## src/rtl/pwm_timer_pkg.sv

```systemverilog
package pwm_timer_pkg;
  localparam int NUM_CH    = 6;
  localparam int ADDR_W    = 4;
  localparam int ADDR_CTRL = 0;
  localparam int ADDR_CNT  = 1;
  localparam int ADDR_MOD  = 2;
  localparam int MODE_BASE = 4;
  localparam int CMP_BASE  = MODE_BASE + NUM_CH;
  localparam logic [1:0] RUN_CODE  = 2'b01;
  localparam logic [1:0] PULSE_MODE = 2'b11;

  typedef struct packed {
    logic              tick;
    logic              stopped;
    logic              cntClr;
    logic              modWr;
    logic [NUM_CH-1:0] modeWr;
    logic [NUM_CH-1:0] cmpWr;
  } strobe_t;
endpackage

```

## src/rtl/pwm_ctrl.sv

```systemverilog
module pwm_ctrl
  import pwm_timer_pkg::*;
#(
  parameter int PS_W = 3
) (
  input  logic              clk,
  input  logic              rstN,
  input  logic              wrEn,
  input  logic [ADDR_W-1:0] wrAddr,
  input  logic [PS_W+1:0]   ctrlData,
  output strobe_t           strb
);
  localparam int DIV_W = (1 << PS_W) - 1;

  logic [PS_W-1:0]  psCode;
  logic [1:0]       clkMode;
  logic [DIV_W-1:0] divCnt;
  logic [DIV_W-1:0] divMask;
  logic             running;

  assign running = (clkMode == RUN_CODE);
  assign divMask = {DIV_W{1'b1}} >> (PS_W'(DIV_W) - psCode);

  always_ff @(posedge clk or negedge rstN) begin
    if (!rstN) begin
      psCode  <= '0;
      clkMode <= '0;
      divCnt  <= '0;
    end else begin
      if (wrEn && wrAddr == ADDR_W'(ADDR_CTRL)) begin
        psCode  <= ctrlData[PS_W-1:0];
        clkMode <= ctrlData[PS_W+1:PS_W];
      end
      if (running) divCnt <= divCnt + 1'b1;
      else         divCnt <= '0;
    end
  end

  always_comb begin
    strb.tick    = running && ((divCnt & divMask) == divMask);
    strb.stopped = !running;
    strb.cntClr  = wrEn && wrAddr == ADDR_W'(ADDR_CNT);
    strb.modWr   = wrEn && wrAddr == ADDR_W'(ADDR_MOD);
  end

  for (genvar c = 0; c < NUM_CH; c++) begin : g_dec
    assign strb.modeWr[c] = wrEn && wrAddr == ADDR_W'(MODE_BASE + c);
    assign strb.cmpWr[c]  = wrEn && wrAddr == ADDR_W'(CMP_BASE + c);
  end
endmodule

```

## src/rtl/pwm_datapath.sv

```systemverilog
module pwm_datapath
  import pwm_timer_pkg::*;
#(
  parameter int CNT_W = 16
) (
  input  logic              clk,
  input  logic              rstN,
  input  strobe_t           strb,
  input  logic [CNT_W-1:0]  wrData,
  output logic [CNT_W-1:0]  countOut,
  output logic [CNT_W-1:0]  modQ,
  output logic [NUM_CH-1:0] pwmOut
);
  logic [CNT_W-1:0] cnt;
  logic [CNT_W-1:0] modReg;
  logic             wrap;

  assign wrap     = strb.tick && (cnt >= modReg);
  assign countOut = cnt;
  assign modQ     = modReg;

  always_ff @(posedge clk or negedge rstN) begin
    if (!rstN) begin
      cnt    <= '0;
      modReg <= '0;
    end else begin
      if (strb.modWr) modReg <= wrData;
      if (strb.cntClr)    cnt <= '0;
      else if (wrap)      cnt <= '0;
      else if (strb.tick) cnt <= cnt + 1'b1;
    end
  end

  for (genvar c = 0; c < NUM_CH; c++) begin : g_ch
    logic [1:0]       modeReg;
    logic [CNT_W-1:0] cmpBuf;
    logic [CNT_W-1:0] cmpAct;

    always_ff @(posedge clk or negedge rstN) begin
      if (!rstN) begin
        modeReg <= '0;
        cmpBuf  <= '0;
        cmpAct  <= '0;
      end else begin
        if (strb.modeWr[c]) modeReg <= wrData[1:0];
        if (strb.cmpWr[c])  cmpBuf  <= wrData;
        if (strb.stopped || wrap) cmpAct <= cmpBuf;
      end
    end

    assign pwmOut[c] = (modeReg == PULSE_MODE) && (cnt < cmpAct);
  end
endmodule

```

## src/rtl/pwm_timer_top.sv

```systemverilog
module pwm_timer_top
  import pwm_timer_pkg::*;
#(
  parameter int CNT_W = 16,
  parameter int PS_W  = 3
) (
  input  logic              clk,
  input  logic              rstN,
  input  logic              wrEn,
  input  logic [ADDR_W-1:0] wrAddr,
  input  logic [CNT_W-1:0]  wrData,
  output logic [CNT_W-1:0]  countOut,
  output logic [NUM_CH-1:0] pwmOut
);
  strobe_t          strb;
  logic [CNT_W-1:0] modQ;

  pwm_ctrl #(.PS_W(PS_W)) u_ctrl (
    .clk      (clk),
    .rstN     (rstN),
    .wrEn     (wrEn),
    .wrAddr   (wrAddr),
    .ctrlData (wrData[PS_W+1:0]),
    .strb     (strb)
  );

  pwm_datapath #(.CNT_W(CNT_W)) u_dp (
    .clk      (clk),
    .rstN     (rstN),
    .strb     (strb),
    .wrData   (wrData),
    .countOut (countOut),
    .modQ     (modQ),
    .pwmOut   (pwmOut)
  );
endmodule

```

## config.mk

```make
export PLATFORM = sky130hd
export DESIGN_NAME = pwm_timer_top
export DESIGN_NICKNAME = d
export VERILOG_FILES = /design/src/rtl/pwm_timer_pkg.sv /design/src/rtl/pwm_ctrl.sv /design/src/rtl/pwm_datapath.sv /design/src/rtl/pwm_timer_top.sv
export SDC_FILE = /design/constraint.sdc
export NUM_CORES = 1
export LEC_CHECK = 0
export ABC_AREA = 1
export ABC_CLOCK_PERIOD_IN_PS = 4440
export BUFFER_PORTS_ARGS = -buffer_cell sky130_fd_sc_hd__buf_2
export CORE_UTILIZATION = 45
export DETAILED_ROUTE_END_ITERATION = 8
export SETUP_SLACK_MARGIN = 0.2
export SKIP_LAST_GASP = 1
export SLEW_MARGIN = 20
export SYNTH_ARGS = -nofsm -noshare
export SYNTH_HDL_FRONTEND = slang
export SYNTH_SLANG_ARGS = --single-unit
```

## constraint.sdc

```tcl
create_clock -name clk -period 4.44 [get_ports clk]
set_clock_uncertainty 0.2 [all_clocks]
set_input_delay 0.666 -clock clk [delete_from_list [all_inputs] [get_ports clk]]
set_output_delay 0.666 -clock clk [all_outputs]
set_load 0.05 [all_outputs]
```

==> impl_metrics.py, run 1 <==
metrics = {
    "outcome": {
        "outcome": "finished, final reports clean",
    },
    "synth": {
        "synth.avg_cell_area_um2": 8.432,
        "syn-cell-area_um2": 12400,
        "synth_warnings": 0,
        "ys_types": 28,
        "syn-instance-count": 1471,
        "yosysSeqAreaShare_pct": 50.04,
        "yosys.area.top_type": "dfrtp_1",
        "ys_ff_latch": 248,
        "yosys-top-cells-count": "nand2_1 (479), dfrtp_1 (248), inv_1 (157), o21ai_0 (144), nand3_1 (114)",
        "yosysMostFrequentCell": "nand2_1",
        "netlist.area_leader.share_pct": 50.04,
        "ys_async_sr_fraction_pct": 100.0,
        "ys_dominant_reg_cell": "dfrtp_1",
        "synth_edf_count": 0,
        "synth_fp_nets": 1602,
        "synth_top_cells_by_area": "dfrtp_1 (50%), nand2_1 (14%), ha_1 (11%), o21ai_0 (5.8%), inv_1 (4.8%)",
    },
    "drt": {
        "remaining_drc_errors": 0,
        "detail_route.first_pass.iterations": 5,
        "drtAntennaViolNets": 0,
        "drt_iter0_markers": 890,
        "via_per_inst": 5.239,
        "vias": 9802,
        "routedWlPerCell_um": 17.69,
        "finalWirelength_um": 33090,
    },
    "timing": {
        "fin_ws_ps": 759.7,
        "hold_viol_final": 0,
        "worstMarginPinSlew_ps": 828.2,
        "period_share_pct": 82.89,
        "slew_viol_final": 0,
        "maxClockFrequency_ghz": 0.2717,
        "setup_violations": 0,
        "period_needed_ps": 3680,
        "max_slew_margin_pct": 44.79,
        "rsz0062_at_grt": "false",
        "fin_tns_setup_ps": 0,
    },
    "clock_network": {
        "clock-sinks": 248,
        "cts-resized-gates": 0,
        "cts_max_level": 1,
        "cts_tree": "done",
        "clk_pin_slew_ps": 60,
        "root_buffer": "clkbuf_16",
        "clk_path_buf_depth": 3,
        "clkLatencyLatePin_ps": 540,
        "numCtsBuffers": 28,
    },
    "placed_design": {
        "gp_congestion": 0.8281,
        "port_buffers": 44,
        "post-place-ws_ps": 1166,
        "place_hpwl_um": 21620,
        "place_inst": 1819,
        "placed_area_um2": 12990,
    },
    "grt": {
        "grt_max_degree": 99,
        "first_global_vias": 9463,
        "antenna_found_initial": 1,
        "overflow": 0,
        "grt_use_total_pct": 24.38,
        "grt_pass1_wl_um": 53360,
    },
    "critical_path": {
        "slowest_delay_ps": 720,
        "crit_chain": "ha_1 -> a21oi_1 -> o21ai_0 -> nand2_1 -> o211ai_1 -> a21oi_1 -> buf_2",
        "cpMostUsedCell": "a21oi_1",
        "path_max_fanout": 13,
        "worst-path-buf-inv": 1,
        "arrival_ps": 2810,
        "cp-start-kind": "register",
        "slowest_stage": "dfrtp_1",
        "critPathTopFamily": "compound AO/OA/AOI/OAI gates",
        "end_kind": "output port",
        "criticalPathCategory": "register to output port",
        "worstPathRequired_ps": 3570,
    },
    "cells_and_area": {
        "fin_area_um2": 13990,
        "final_cells": 1871,
        "final_nets": 1640,
        "drive_gt1_share_pct": 7.652,
        "area_delta_synth_final_pct": 12.82,
        "fillers": 2554,
    },
    "power_and_ir_drop": {
        "p_per_area_nw_per_um2": 513.2,
        "p_leak_nw": 7.430,
        "ir_worst_vdd_v": 0.0002696,
    },
    "floorplan": {
        "coreArea_um2": 27030,
        "die_x_um": 168.0,
        "ioPinCount": 45,
        "row_count": 60,
        "die_area_um2": 28230,
        "die_h_um": 168.0,
        "initial_utilization_pct": 45.89,
    },
    "hold_path": {
        "hold_path_class": "register to register",
    },
    "flow_run": {
        "cap_violations": 0,
    },
}
-- cell type report --
class                   instances  area (µm²)  share of cell area [%]
repair buffers                 63       416.7                   2.977
multi-input cells            1009        5354                   38.26
well taps                     341       426.7                   3.049
inverters                     159       596.8                   4.265
clock buffers                  41       870.8                   6.223
flip-flops and latches        248        6206                   44.35
diodes                          1       2.502                 0.01788
clock inverters                 9       120.1                  0.8584
-- cells in the final DEF (no fill, tap or decap), types with 10 or more instances in the layout --
cell	instances
nand3_1	113
inv_1	157
clkbuf_16	29
buf_2	43
nand2_1	479
nor3_1	15
nand4_1	14
buf_4	14
dfrtp_1	248
a21oi_1	58
o21ai_0	144
clkbuf_8	10
nor2_1	39
ha_1	108
-- tightest hold or removal path: stages (launching register included) --
cell and delay, ps:
dfrtp_1 340, nand2_1 50, nand2_1 50
-- what timing repair did --
action | in CTS | in global routing
hold buffers | 1 | 0
setup buffers | 0 | 0
hold endpoints to repair | 71 | 0
-- power breakdown --
group	leakage, nW	internal (mW)	switching, mW	total, mW
logic	3.75	0.570	1.06	1.63
clock network	0.497	1.52	0.920	2.44
registers	3.18	2.78	0.331	3.11
-- layer usage --
metal  part of all wire (%)  global-route usage [%]  vias to the layer above
met5                      0                       0                        -
met3                    5.7                   3.479                       41
met2                     44                   37.57                      243
li1                       -                       -                     4858
met4                    2.1                   6.302                        0
met1                     49                   35.99                     4660
-- cell families (layout without fill, tap and decap cells) --
group                      after synthesis  count (layout)  synth area share [%]
AOI/OAI and AO/OA                      228             228                 9.795
xor gates and xnor gates                 6               6                0.4237
adders and majority gates              108             108                 10.89
buffers and inverters                  214             272                 6.880
DFF                                    248             248                 50.04
other                                    0               1                     0
and+or+nand+nor                        667             667                 21.97
-- state kept, by name, indices dropped and copies added, names as in the netlist --
| name | count |
|---|---|
| u_dp.g_ch.modeReg | 12 |
| u_dp.modQ | 16 |
| u_dp.g_ch.cmpBuf | 96 |
| u_ctrl.clkMode | 2 |
| u_dp.g_ch.cmpAct | 96 |
| u_ctrl.divCnt | 7 |
| u_ctrl.psCode | 3 |
| u_dp.countOut | 16 |
-- through the flow --
| step | power [mW] | utilization (%) | hold slack (ps) |
|---|---|---|---|
| global route | 7.665 | 51.78 | 284.0 |
| CTS | 7.246 | 51.75 | 252.5 |
| detailed placement | 4.785 | 48.05 | 249.4 |
| global placement | 4.726 | 48.03 | 250.1 |
| floorplan | 4.233 | - | 170.4 |
| finish | 7.182 | 51.78 | 251.5 |
-- path summary, 6_finish.rpt --
kind,to,startpoint,depth (start not counted),slack [ps]
setup / recovery,pwmOut[4],u_dp.countOut[3]$_DFFE_PN0P_,7,760
hold / removal,u_dp.g_ch[2].cmpAct[14]$_DFFE_PN0P_,u_dp.g_ch[2].cmpBuf[14]$_DFFE_PN0P_,2,250
setup reg to reg,u_dp.g_ch[2].cmpAct[8]$_DFFE_PN0P_,u_dp.countOut[7]$_DFFE_PN0P_,11,1080
hold reg to reg,u_dp.g_ch[2].cmpAct[14]$_DFFE_PN0P_,u_dp.g_ch[2].cmpBuf[14]$_DFFE_PN0P_,2,250
max in group asynchronous,u_dp.g_ch[3].cmpBuf[10]$_DFFE_PN0P_,rstN,3,2580
min in group asynchronous,u_ctrl.divCnt[2]$_DFF_PN0_,rstN,2,480
Power figures use the tool's default switching activity.
==> inputs of run 2 (changes only) <==
--- a/config.mk
+++ b/config.mk
@@ -5,8 +5,8 @@
 export SDC_FILE = /design/constraint.sdc
 export NUM_CORES = 1
 export LEC_CHECK = 0
-export ABC_AREA = 1
-export ABC_CLOCK_PERIOD_IN_PS = 4440
+export ABC_AREA = 0
+export ABC_CLOCK_PERIOD_IN_PS = 3800
 export BUFFER_PORTS_ARGS = -buffer_cell sky130_fd_sc_hd__buf_2
 export CORE_UTILIZATION = 45
 export DETAILED_ROUTE_END_ITERATION = 8
==> constraint.sdc (replaced) <==
create_clock -name clk -period 3.8 [get_ports clk]
set_clock_uncertainty 0.2 [all_clocks]
set_input_delay 0.57 -clock clk [delete_from_list [all_inputs] [get_ports clk]]
set_output_delay 0.57 -clock clk [all_outputs]
set_load 0.05 [all_outputs]
==> impl_metrics.py, run 2 <==
metrics = {
    "outcome": {
        "outcome": "finished, final reports clean",
    },
    "flow_run": {
        "cap_violations": 0,
    },
    "synth": {
        "syn-instance-count": 1004,
        "ys_ff_latch": 248,
        "synth_top_cells_by_area": "dfrtp_1 (50%), mux2_2 (17%), ha_1 (11%), mux2_1 (3.7%), inv_1 (3.4%)",
        "yosysMostFrequentCell": "dfrtp_1",
        "yosysSeqAreaShare_pct": 50.48,
        "synth.avg_cell_area_um2": 12.24,
        "synth_fp_nets": 1135,
        "ys_dominant_reg_cell": "dfrtp_1",
        "yosys-top-cells-count": "dfrtp_1 (248), mux2_2 (185), inv_1 (110), ha_1 (108), a21oi_1 (43)",
        "yosys.area.top_type": "dfrtp_1",
        "ys_types": 43,
        "synth_warnings": 0,
        "synth_edf_count": 0,
        "netlist.area_leader.share_pct": 50.48,
        "ys_async_sr_fraction_pct": 100.0,
        "syn-cell-area_um2": 12290,
    },
    "placed_design": {
        "place_hpwl_um": 18650,
        "gp_congestion": 0.7511,
        "port_buffers": 44,
    },
    "critical_path": {
        "r2r_cells": 8,
        "worstPathRequired_ps": 3030,
        "criticalPathCategory": "register to output port",
        "end_kind": "output port",
        "cp-start-kind": "register",
        "path_max_fanout": 11,
        "arrival_ps": 2740,
    },
    "timing": {
        "max_slew_margin_pct": 37.80,
        "maxClockFrequency_ghz": 0.2849,
        "period_share_pct": 92.36,
        "fin_tns_setup_ps": 0,
        "period_needed_ps": 3510,
        "setup_violations": 0,
        "rsz0062_at_grt": "true",
        "hold_viol_final": 0,
        "slew_viol_final": 0,
        "worstMarginPinSlew_ps": 933.0,
    },
    "cells_and_area": {
        "final_util_pct": 51.59,
        "area_delta_synth_final_pct": 12.78,
        "diodes": 0,
        "drive_gt1_share_pct": 27.21,
        "final_cell_mix": "dfrtp_1 (246), mux2_2 (185), inv_1 (110), ha_1 (108)",
        "final_nets": 1202,
        "mostFrequentLayoutCell": "dfrtp_1",
        "top_regs": "u_dp.g_ch.cmpAct x96, u_dp.g_ch.cmpBuf x96",
    },
    "drt": {
        "drtAntennaViolNets": 0,
        "routedWlPerCell_um": 18.90,
        "vias": 7737,
        "finalWirelength_um": 27020,
        "drt_iter0_markers": 417,
        "detail_route.first_pass.iterations": 4,
        "via_per_inst": 5.414,
        "remaining_drc_errors": 0,
    },
    "grt": {
        "first_global_vias": 7776,
        "grt_pass1_wl_um": 44130,
        "grt_use_total_pct": 20.34,
        "overflow": 0,
        "grt_max_degree": 74,
        "antenna_found_initial": 1,
    },
    "clock_network": {
        "clk_path_buf_depth": 3,
        "clock-sinks": 248,
        "clkLatencyLatePin_ps": 540,
        "cts_tree": "done",
        "numCtsBuffers": 27,
        "cts_max_level": 1,
        "root_buffer": "clkbuf_16",
        "clk_pin_slew_ps": 60,
    },
    "floorplan": {
        "ioPinCount": 45,
        "die_x_um": 167.3,
        "die_area_um2": 27980,
        "coreArea_um2": 26880,
        "initial_utilization_pct": 45.74,
        "row_count": 60,
        "die_h_um": 167.3,
    },
    "hold_path": {
        "hold_path_class": "primary input to register",
        "holdPathStages": 2,
    },
    "power_and_ir_drop": {
        "p_leak_nw": 6.746,
        "ir_worst_vdd_v": 0.0003559,
        "p_per_area_nw_per_um2": 595.9,
    },
}
==> run 2: changes by cell type in the layout (fill, tap and decap cells not counted), moves of 9 or more <==
cell     delta
nand2_1   -450
mux2_2    +185
o21ai_0   -120
nand3_1   -101
inv_1      -47
mux2_1     +40
a21o_1     +24
nand4_1    +18
a21oi_1    -15
nor2_1     -13
or3_1      +13
nor2b_1     +9
==> run 2: kinds of logic after synthesis <==
group	Yosys count	share of synthesized area (%)
mux	225	20.61
fa+ha+maj	108	10.99
buf+inv	137	4.560
simple gates	154	6.534
flops	248	50.48
compound gates	128	6.534
xor+xnor	4	0.2850
==> run 2: worst paths after layout <==
kind                                                          from                                  end  slack, ps
worst max-delay path                 u_dp.countOut[14]$_DFFE_PN0P_                            pwmOut[1]        290
worst min-delay path                                    wrData[15]  u_dp.g_ch[3].cmpBuf[15]$_DFFE_PN0P_        230
worst max register to register       u_dp.countOut[14]$_DFFE_PN0P_   u_dp.g_ch[2].cmpAct[5]$_DFFE_PN0P_        790
worst min register to register  u_dp.g_ch[0].cmpBuf[9]$_DFFE_PN0P_   u_dp.g_ch[0].cmpAct[9]$_DFFE_PN0P_        280
max in group asynchronous                                     rstN         u_dp.countOut[9]$_DFFE_PN0P_       2060
min in group asynchronous                                     rstN   u_dp.g_ch[0].cmpBuf[3]$_DFFE_PN0P_        390
==> run 2: per-layer routing <==
layer	part of all wire (%)	GRT usage [%]	wire [µm]
met4	2.2	4.747	604
met5	0	0	0
met3	3.2	2.482	854
met1	49	28.90	13120
met2	46	33.28	12430
==> run 2: stage by stage <==
| stage | cells | hold slack [ps] | area [µm²] | power (mW) | setup WS (ps) |
|---|---|---|---|---|---|
| 5_1_grt | 1429 | 222.0 | 13860 | 8.819 | 183.6 |
| 4_1_cts | 1429 | 212.9 | 13860 | 8.381 | 268.6 |
| 6_report | 1429 | 226.1 | 13860 | 8.262 | 290.2 |
| 3_5_place_dp | 1382 | 270.3 | 13010 | 5.868 | 805.0 |
| 2_1_floorplan | 1004 | 74.41 | 12290 | 5.232 | 606.3 |
| 3_3_place_gp | 1382 | 259.4 | 13010 | 5.785 | 823.7 |
==> run 2: worst max-delay path, cell delays in order, from the launching register on <==
cell      delay (ps)
dfrtp_1          750
ha_1             350
nor2b_1          130
o21ai_0          340
o211ai_1         150
a21oi_1          190
buf_2            300
==> run 2: final cells by class <==
type                       instances  area, µm²
multi-input combinational        619       5547
inverter                         110      412.9
sequential                       248       6208
tap                              341      426.7
clock inverter                     1      8.758
fill                            2416      13010
clock buffer                      45      833.3
timing repair buffer              65      427.9
==> run 2: report_power, final <==
part,switching (mW),internal (mW),total [mW]
Clock,1.01,1.48,2.49
Combinational,1.05,0.990,2.04
Sequential,0.367,3.36,3.73
==> run 2: what timing repair did <==
item,in CTS,in global routing
hold endpoints to repair,69,0
setup endpoints to repair,0,3
buffers inserted,0,0
gates resized for setup,0,2
hold buffers,1,0
